==> config.mk <==
export PLATFORM = sky130hd
export DESIGN_NAME = ccd_hclk_gen
export DESIGN_NICKNAME = d
export VERILOG_FILES = /design/src/rtl/ccd_hclk_pkg.sv /design/src/rtl/ccd_cfg_capture.sv /design/src/rtl/ccd_pix_timer.sv /design/src/rtl/ccd_phase_decode.sv /design/src/rtl/ccd_hclk_gen.sv
export SDC_FILE = /design/constraint.sdc
export NUM_CORES = 1
export LEC_CHECK = 0
export BUFFER_PORTS_ARGS = -buffer_cell sky130_fd_sc_hd__clkbuf_2
export CAP_MARGIN = 0
export CORE_MARGIN = 5
export CORE_UTILIZATION = 45
export CTS_BUF_LIST = sky130_fd_sc_hd__clkbuf_8
export DETAILED_ROUTE_END_ITERATION = 8
export SETUP_SLACK_MARGIN = 0.2
export SKIP_LAST_GASP = 1
export SLEW_MARGIN = 20
export SYNTH_ARGS = -nofsm -noshare
export SYNTH_HDL_FRONTEND = slang
export SYNTH_SLANG_ARGS = --single-unit
export TNS_END_PERCENT = 50
==> constraint.sdc <==
create_clock -name clk -period 11.6 [get_ports clk]
set_clock_uncertainty 0.2 [all_clocks]
set_input_delay 0.58 -clock clk [delete_from_list [all_inputs] [get_ports clk]]
set_output_delay 0.58 -clock clk [all_outputs]
set_load 0.1 [all_outputs]
==> src/rtl/ccd_hclk_pkg.sv <==
package ccd_hclk_pkg;

   typedef enum logic [1:0] {
      LEN_SHORT  = 2'd0,
      LEN_MID    = 2'd1,
      LEN_LONG   = 2'd2,
      LEN_LONG_B = 2'd3
   } len_code_e;

   localparam int unsigned MIN_PERIOD = 4;
   localparam int unsigned MAX_LINE   = 2048;

   function automatic int unsigned line_pixels(input logic [1:0] code);
      case (len_code_e'(code))
         LEN_SHORT: return 512;
         LEN_MID:   return 1024;
         default:   return MAX_LINE;
      endcase
   endfunction

endpackage

==> src/rtl/ccd_cfg_capture.sv <==
module ccd_cfg_capture
   import ccd_hclk_pkg::*;
#(
   parameter int CNT_W      = 8,
   parameter int PIX_W      = 12,
   parameter int SAMPLE_DLY = 1,
   parameter bit LATCH_CFG  = 1'b1
) (
   input  logic             clk,
   input  logic             rst,
   input  logic             accept,
   input  logic [CNT_W-1:0] period_i,
   input  logic [CNT_W-1:0] rise_i,
   input  logic [CNT_W-1:0] fall_i,
   input  logic [1:0]       sel_i,
   output logic [CNT_W-1:0] per_q,
   output logic [PIX_W-1:0] last_q,
   output logic [CNT_W-1:0] half_nx,
   output logic [CNT_W-1:0] rise_nx,
   output logic [CNT_W-1:0] fall_nx,
   output logic [CNT_W-1:0] smp_nx
);
   localparam logic [CNT_W-1:0] PMIN = CNT_W'(MIN_PERIOD);
   localparam logic [CNT_W-1:0] SDLY = CNT_W'(SAMPLE_DLY);
   localparam logic [CNT_W-1:0] ONE  = CNT_W'(1);

   logic [CNT_W-1:0] per_c, half_c, fall_c, rise_c, smp_c, sd_c;
   logic [PIX_W-1:0] last_c;

   always_comb begin
      per_c  = (period_i < PMIN) ? PMIN : {period_i[CNT_W-1:1], 1'b0};
      half_c = per_c >> 1;
      if (fall_i == '0)
         fall_c = ONE;
      else if (fall_i > half_c)
         fall_c = half_c;
      else
         fall_c = fall_i;
      rise_c = (rise_i >= fall_c) ? (fall_c - ONE) : rise_i;
      sd_c   = (SDLY >= half_c) ? (half_c - ONE) : SDLY;
      smp_c  = half_c + sd_c;
      last_c = PIX_W'(line_pixels(sel_i) - 1);
   end

   generate
      if (LATCH_CFG) begin : g_latched
         logic [CNT_W-1:0] half_q, rise_q, fall_q, smp_q;
         always_ff @(posedge clk) begin
            if (rst) begin
               per_q  <= PMIN;
               half_q <= PMIN >> 1;
               rise_q <= '0;
               fall_q <= ONE;
               smp_q  <= PMIN - ONE;
               last_q <= '0;
            end else if (accept) begin
               per_q  <= per_c;
               half_q <= half_c;
               rise_q <= rise_c;
               fall_q <= fall_c;
               smp_q  <= smp_c;
               last_q <= last_c;
            end
         end
         assign half_nx = accept ? half_c : half_q;
         assign rise_nx = accept ? rise_c : rise_q;
         assign fall_nx = accept ? fall_c : fall_q;
         assign smp_nx  = accept ? smp_c  : smp_q;
      end else begin : g_live
         assign per_q   = per_c;
         assign last_q  = last_c;
         assign half_nx = half_c;
         assign rise_nx = rise_c;
         assign fall_nx = fall_c;
         assign smp_nx  = smp_c;
      end
   endgenerate

   // the reset gate must finish before phase 1 falls
   p_rg_order_r3: assert property (@(posedge clk) disable iff (rst)
      (rise_nx < fall_nx) && (fall_nx <= half_nx));
   // the strobe lands inside the phase-1-low half
   p_smp_window_r4: assert property (@(posedge clk) disable iff (rst)
      (smp_nx >= half_nx) && (smp_nx < (half_nx << 1)));

endmodule

==> src/rtl/ccd_pix_timer.sv <==
module ccd_pix_timer #(
   parameter int CNT_W = 8,
   parameter int PIX_W = 12
) (
   input  logic             clk,
   input  logic             rst,
   input  logic             start,
   input  logic [CNT_W-1:0] per,
   input  logic [PIX_W-1:0] last_pix,
   output logic             accept,
   output logic             run_nx,
   output logic [CNT_W-1:0] cyc_nx,
   output logic             done_nx,
   output logic [PIX_W-1:0] pix_q
);
   logic             run_q;
   logic [CNT_W-1:0] cyc_q;
   logic [PIX_W-1:0] pix_nx;
   logic             wrap;

   assign accept = start && !run_q;
   assign wrap   = run_q && (cyc_q == (per - CNT_W'(1)));

   always_comb begin
      run_nx  = run_q;
      cyc_nx  = cyc_q;
      pix_nx  = pix_q;
      done_nx = 1'b0;
      if (accept) begin
         run_nx = 1'b1;
         cyc_nx = '0;
         pix_nx = '0;
      end else if (run_q) begin
         if (wrap) begin
            cyc_nx = '0;
            if (pix_q == last_pix) begin
               run_nx  = 1'b0;
               pix_nx  = '0;
               done_nx = 1'b1;
            end else begin
               pix_nx = pix_q + PIX_W'(1);
            end
         end else begin
            cyc_nx = cyc_q + CNT_W'(1);
         end
      end
   end

   always_ff @(posedge clk) begin
      if (rst) begin
         run_q <= 1'b0;
         cyc_q <= '0;
         pix_q <= '0;
      end else begin
         run_q <= run_nx;
         cyc_q <= cyc_nx;
         pix_q <= pix_nx;
      end
   end

   // a start during a line leaves the pixel index alone
   p_start_ignored_r6: assert property (@(posedge clk) disable iff (rst)
      run_q && start && !wrap |=> run_q && (pix_q == $past(pix_q)));
   // the index never passes the last pixel
   p_pix_bound_r5: assert property (@(posedge clk) disable iff (rst)
      run_q |-> pix_q <= last_pix);
   // the index advances by one at a pixel boundary
   p_pix_step_r5: assert property (@(posedge clk) disable iff (rst)
      wrap && (pix_q != last_pix) |=> pix_q == $past(pix_q) + PIX_W'(1));

endmodule

==> src/rtl/ccd_phase_decode.sv <==
module ccd_phase_decode #(
   parameter int CNT_W = 8
) (
   input  logic             clk,
   input  logic             rst,
   input  logic             run_nx,
   input  logic [CNT_W-1:0] cyc_nx,
   input  logic             done_nx,
   input  logic [CNT_W-1:0] half_nx,
   input  logic [CNT_W-1:0] rise_nx,
   input  logic [CNT_W-1:0] fall_nx,
   input  logic [CNT_W-1:0] smp_nx,
   output logic             ph1,
   output logic             ph2,
   output logic             rg,
   output logic             sample,
   output logic             line_done
);
   logic first_half;

   assign first_half = cyc_nx < half_nx;

   always_ff @(posedge clk) begin
      if (rst) begin
         ph1       <= 1'b1;
         ph2       <= 1'b0;
         rg        <= 1'b1;
         sample    <= 1'b0;
         line_done <= 1'b0;
      end else begin
         ph1       <= !run_nx || first_half;
         ph2       <= run_nx && (cyc_nx >= half_nx);
         rg        <= !run_nx || ((cyc_nx >= rise_nx) && (cyc_nx < fall_nx));
         sample    <= run_nx && (cyc_nx == smp_nx);
         line_done <= done_nx;
      end
   end

   // the phases stay complementary
   p_phase_comp_r2: assert property (@(posedge clk) disable iff (rst)
      ph1 != ph2);
   // the gate is already low on the cycle phase 1 falls
   p_rg_low_at_fall_r3: assert property (@(posedge clk) disable iff (rst)
      $fell(ph1) |-> !rg);
   // the strobe only occurs with phase 1 low
   p_sample_low_r4: assert property (@(posedge clk) disable iff (rst)
      sample |-> !ph1);
   // the done flag is a single-cycle pulse
   p_done_pulse_r7: assert property (@(posedge clk) disable iff (rst)
      line_done |=> !line_done);
   // the block is parked while done is shown
   p_done_parked_r7: assert property (@(posedge clk) disable iff (rst)
      line_done |-> ph1 && rg && !sample);

endmodule

==> src/rtl/ccd_hclk_gen.sv <==
module ccd_hclk_gen
   import ccd_hclk_pkg::*;
#(
   parameter int CNT_W      = 8,
   parameter int PIX_W      = 12,
   parameter int SAMPLE_DLY = 1,
   parameter bit LATCH_CFG  = 1'b1
) (
   input  logic             clk,
   input  logic             rst,
   input  logic             line_start,
   input  logic [CNT_W-1:0] pix_period,
   input  logic [CNT_W-1:0] rg_on,
   input  logic [CNT_W-1:0] rg_off,
   input  logic [1:0]       len_sel,
   output logic             ph1,
   output logic             ph2,
   output logic             rg,
   output logic             sample,
   output logic             line_done,
   output logic [PIX_W-1:0] pix_idx
);
   generate
      if (CNT_W < 3) begin : g_bad_cnt
         $error("CNT_W must hold the minimum period");
      end
      if ((1 << PIX_W) < MAX_LINE) begin : g_bad_pix
         $error("PIX_W too narrow for the longest line");
      end
      if (SAMPLE_DLY < 0 || SAMPLE_DLY >= (1 << (CNT_W - 1))) begin : g_bad_dly
         $error("SAMPLE_DLY out of range");
      end
   endgenerate

   logic             accept, run_nx, done_nx;
   logic [CNT_W-1:0] cyc_nx, per_q, half_nx, rise_nx, fall_nx, smp_nx;
   logic [PIX_W-1:0] last_q;

   ccd_cfg_capture #(
      .CNT_W(CNT_W), .PIX_W(PIX_W),
      .SAMPLE_DLY(SAMPLE_DLY), .LATCH_CFG(LATCH_CFG)
   ) u_cfg (
      .clk(clk), .rst(rst), .accept(accept),
      .period_i(pix_period), .rise_i(rg_on), .fall_i(rg_off), .sel_i(len_sel),
      .per_q(per_q), .last_q(last_q),
      .half_nx(half_nx), .rise_nx(rise_nx), .fall_nx(fall_nx), .smp_nx(smp_nx)
   );

   ccd_pix_timer #(.CNT_W(CNT_W), .PIX_W(PIX_W)) u_tmr (
      .clk(clk), .rst(rst), .start(line_start),
      .per(per_q), .last_pix(last_q),
      .accept(accept), .run_nx(run_nx), .cyc_nx(cyc_nx),
      .done_nx(done_nx), .pix_q(pix_idx)
   );

   ccd_phase_decode #(.CNT_W(CNT_W)) u_dec (
      .clk(clk), .rst(rst),
      .run_nx(run_nx), .cyc_nx(cyc_nx), .done_nx(done_nx),
      .half_nx(half_nx), .rise_nx(rise_nx), .fall_nx(fall_nx), .smp_nx(smp_nx),
      .ph1(ph1), .ph2(ph2), .rg(rg), .sample(sample), .line_done(line_done)
   );

   // reset parks the outputs
   p_reset_park_r1: assert property (@(posedge clk)
      $past(rst) |-> ph1 && !ph2 && rg && !sample && !line_done);

endmodule

==> reports/qor.csv <==
metric,value,unit
p_sw,185,uW
synth_xor_area_share,7.60,%
grt_setup_unrepaired,no,
die_area,12100,um^2
fillers,1014,
cts_setup_buffers,0,
crit_path_start_kind,input pin,
arrival,6.47,ns
critPathSlowestCell,or4_4,
synthAdderAreaFrac,12.8,%
clock_latency,0.35,ns
grt_pass1_wl,18700,um
grt_use_met1,27.2,%
vias,4023,
ys_seq_area_share,30.3,%
clk_pin_slew_worst_paths,0.08,ns
post-route-period-util,55.3,%
synth_compound_area_share,17.7,%
finalHoldViolCount,0,
yosys-mux-area-fraction,2.23,%
layout_common_cells,"nor2_1 (77), dfxtp_1 (68), nand2_1 (46), ha_1 (46), clkbuf_2 (44)",
layout_min_cycle_time,6.41,ns
die_w,110,um
synth_cell_type_count,69,
grt.busiest_layer,met2,
power.total,579,uW
crit_required,11.65,ns
dp_hpwl,8390,um
intPower,394,uW
h-tree-depth,3,
maxCapViolations,0,
leakage,2.14,nW
gr-usage-met3,3.35,%
gp_congestion,0.876,
avgSynthCellArea,8.18,um^2
syn_inst,550,
hold_buffers,0,
worstMarginPinSlew,0.757,ns
yosysWarnings,0,
initial_core_util,46.0,%
clock_path_buffers,2,
port_buffers,44,
power_frac_clock,34.9,%
grt_usage,19.7,%
power.density,116,nW/um^2
ctsResizeCount,0,
layout_commonest_cell,nor2_1,
die-height,110,um
ff_latch_area,1360,um^2
hold_class,register to register,
first_pass_iters,5,
placed_area,4780,um^2
numClockSinks,68,
critical_path.endpoint_type,register,
multiInputGateArea,2910,um^2
dp_cells,707,
row_count,36,
root_buffer,clkbuf_8,
yosys.area_share.simple,24.3,%
cts_buffers,9,
first_global_vias,3814,
peakVddDrop,0.0842,mV
synth_ff_type,dfxtp_1,
setup_violations,0,
synth_seq_cells,68,
status,finished clean,
wl_per_cell,15.7,um
combinationalPowerShare,21.7,%
wl,11300,um
p_sw_share,32.0,%
synth_edf_count,0,
globalRouteOverflowTotal,0,
syn_to_final_growth,10.8,%
setup_tns,0,ns
drtAntennaViolNets,0,
whs,0.248,ns
grt_max_degree,39,
worst-path-max-fanout,17,
io_pins,46,
layout.nets,660,
synth_top_family_by_area,simple AND/OR/NAND/NOR gates,
syn_nets,625,
drt-initial-drc-count,242,
vias_per_cell,5.56,
diodes,0,
use_met2,30.8,%
slew_headroom,49.4,%
synthArstFlopShare,0,%
max_freq,156,MHz
drc_errors,0,
drive_gt1_share,15.1,%
slowest_delay,0.61,ns
core_region_area,9770,um^2
slew_viol_final,0,
fin_area,4980,um^2
seq_power_share,43.5,%
cts_tree,done,
critPathKind,input pin to register,
finalNonFillerCells,723,
syn_area,4500,um^2
antenna_found_initial,0,
crit_top_cell,a21o_1,
## routing by layer
metal | vias up | wire [um]
li1 | 2026 | -
met1 | 1894 | 5530
met2 | 86 | 5040
met3 | 17 | 546
met4 | 0 | 214
met5 | - | 0
## cell families after synthesis
logic type,Yosys count
other,1
buffers and inverters,47
XOR/XNOR,39
AO/OA/AOI/OAI,119
flip-flops,68
AND/OR/NAND/NOR,220
multiplexers,10
adder cells (fa/ha/maj),46
## layout make-up
type,count,share of cell area (%)
Inverter,21,1.58
Sequential cell,68,27.3
Timing Repair Buffer,50,5.32
Clock buffer,9,2.49
Clock inverter,7,1.51
Tap cell,133,3.34
Multi-Input combinational cell,435,58.4
## registers in the layout (all words and copies together), names as in the netlist, 3 cells and up
| name | flops |
|---|---|
| u_tmr.pix_q | 12 |
| u_cfg.g_latched.fall_q | 8 |
| u_cfg.g_latched.half_q | 8 |
| u_cfg.g_latched.rise_q | 8 |
| u_cfg.g_latched.smp_q | 8 |
| u_tmr.cyc_q | 8 |
| u_cfg.per_q | 7 |
| u_cfg.last_q | 3 |
## cell usage after synthesis (all sizes together) (11+ instances only)
cell | instances | area [um^2]
nor2 | 77 | 289
clkbuf | 19 | 91.3
nand2 | 46 | 173
dfxtp | 68 | 1360
o21ai | 23 | 115
a21oi | 36 | 180
xnor2 | 22 | 193
inv | 21 | 78.8
nor3 | 16 | 85.1
ha | 46 | 576
xor2 | 17 | 149
nand3 | 11 | 55.1
and3 | 11 | 70.1
nand4 | 11 | 68.8
## power groups by stage
stage	Clock [mW]	Sequential [mW]	Combinational, mW
2_1_floorplan	0	0.260	0.0884
3_3_place_gp	0	0.256	0.122
3_5_place_dp	0	0.257	0.125
4_1_cts	0.206	0.251	0.126
5_1_grt	0.218	0.253	0.142
6_report	0.202	0.251	0.125
## through the flow
step	setup WS, ns	utilization [%]
6_report	5.19	51.0
3_5_place_dp	4.90	48.9
5_1_grt	4.76	51.0
4_1_cts	5.19	51.0
2_1_floorplan	5.28	-
3_3_place_gp	4.99	48.9
## worst max-delay path: cells and delay by family
kind            cells  cell delay (ns)
fa+ha+maj           3             0.79
simple gates        6             1.49
mux                 1             0.25
compound gates     15             2.49
buf+inv             5             0.87
## final timing paths
path              cells after the start                                  from  slack (ns)                                   end
hold / removal                        2  u_cfg.g_latched.fall_q[7]$_SDFF_PP0_        0.25  u_cfg.g_latched.fall_q[7]$_SDFF_PP0_
setup reg to reg                     16           u_cfg.per_q[1]$_SDFFE_PP0P_        7.52                   u_dec.rg$_SDFF_PP1_
setup / recovery                     30                         pix_period[6]        5.19                   u_dec.rg$_SDFF_PP1_
hold reg to reg                       2  u_cfg.g_latched.fall_q[7]$_SDFF_PP0_        0.25  u_cfg.g_latched.fall_q[7]$_SDFF_PP0_
(Power assumes the default switching activity.)
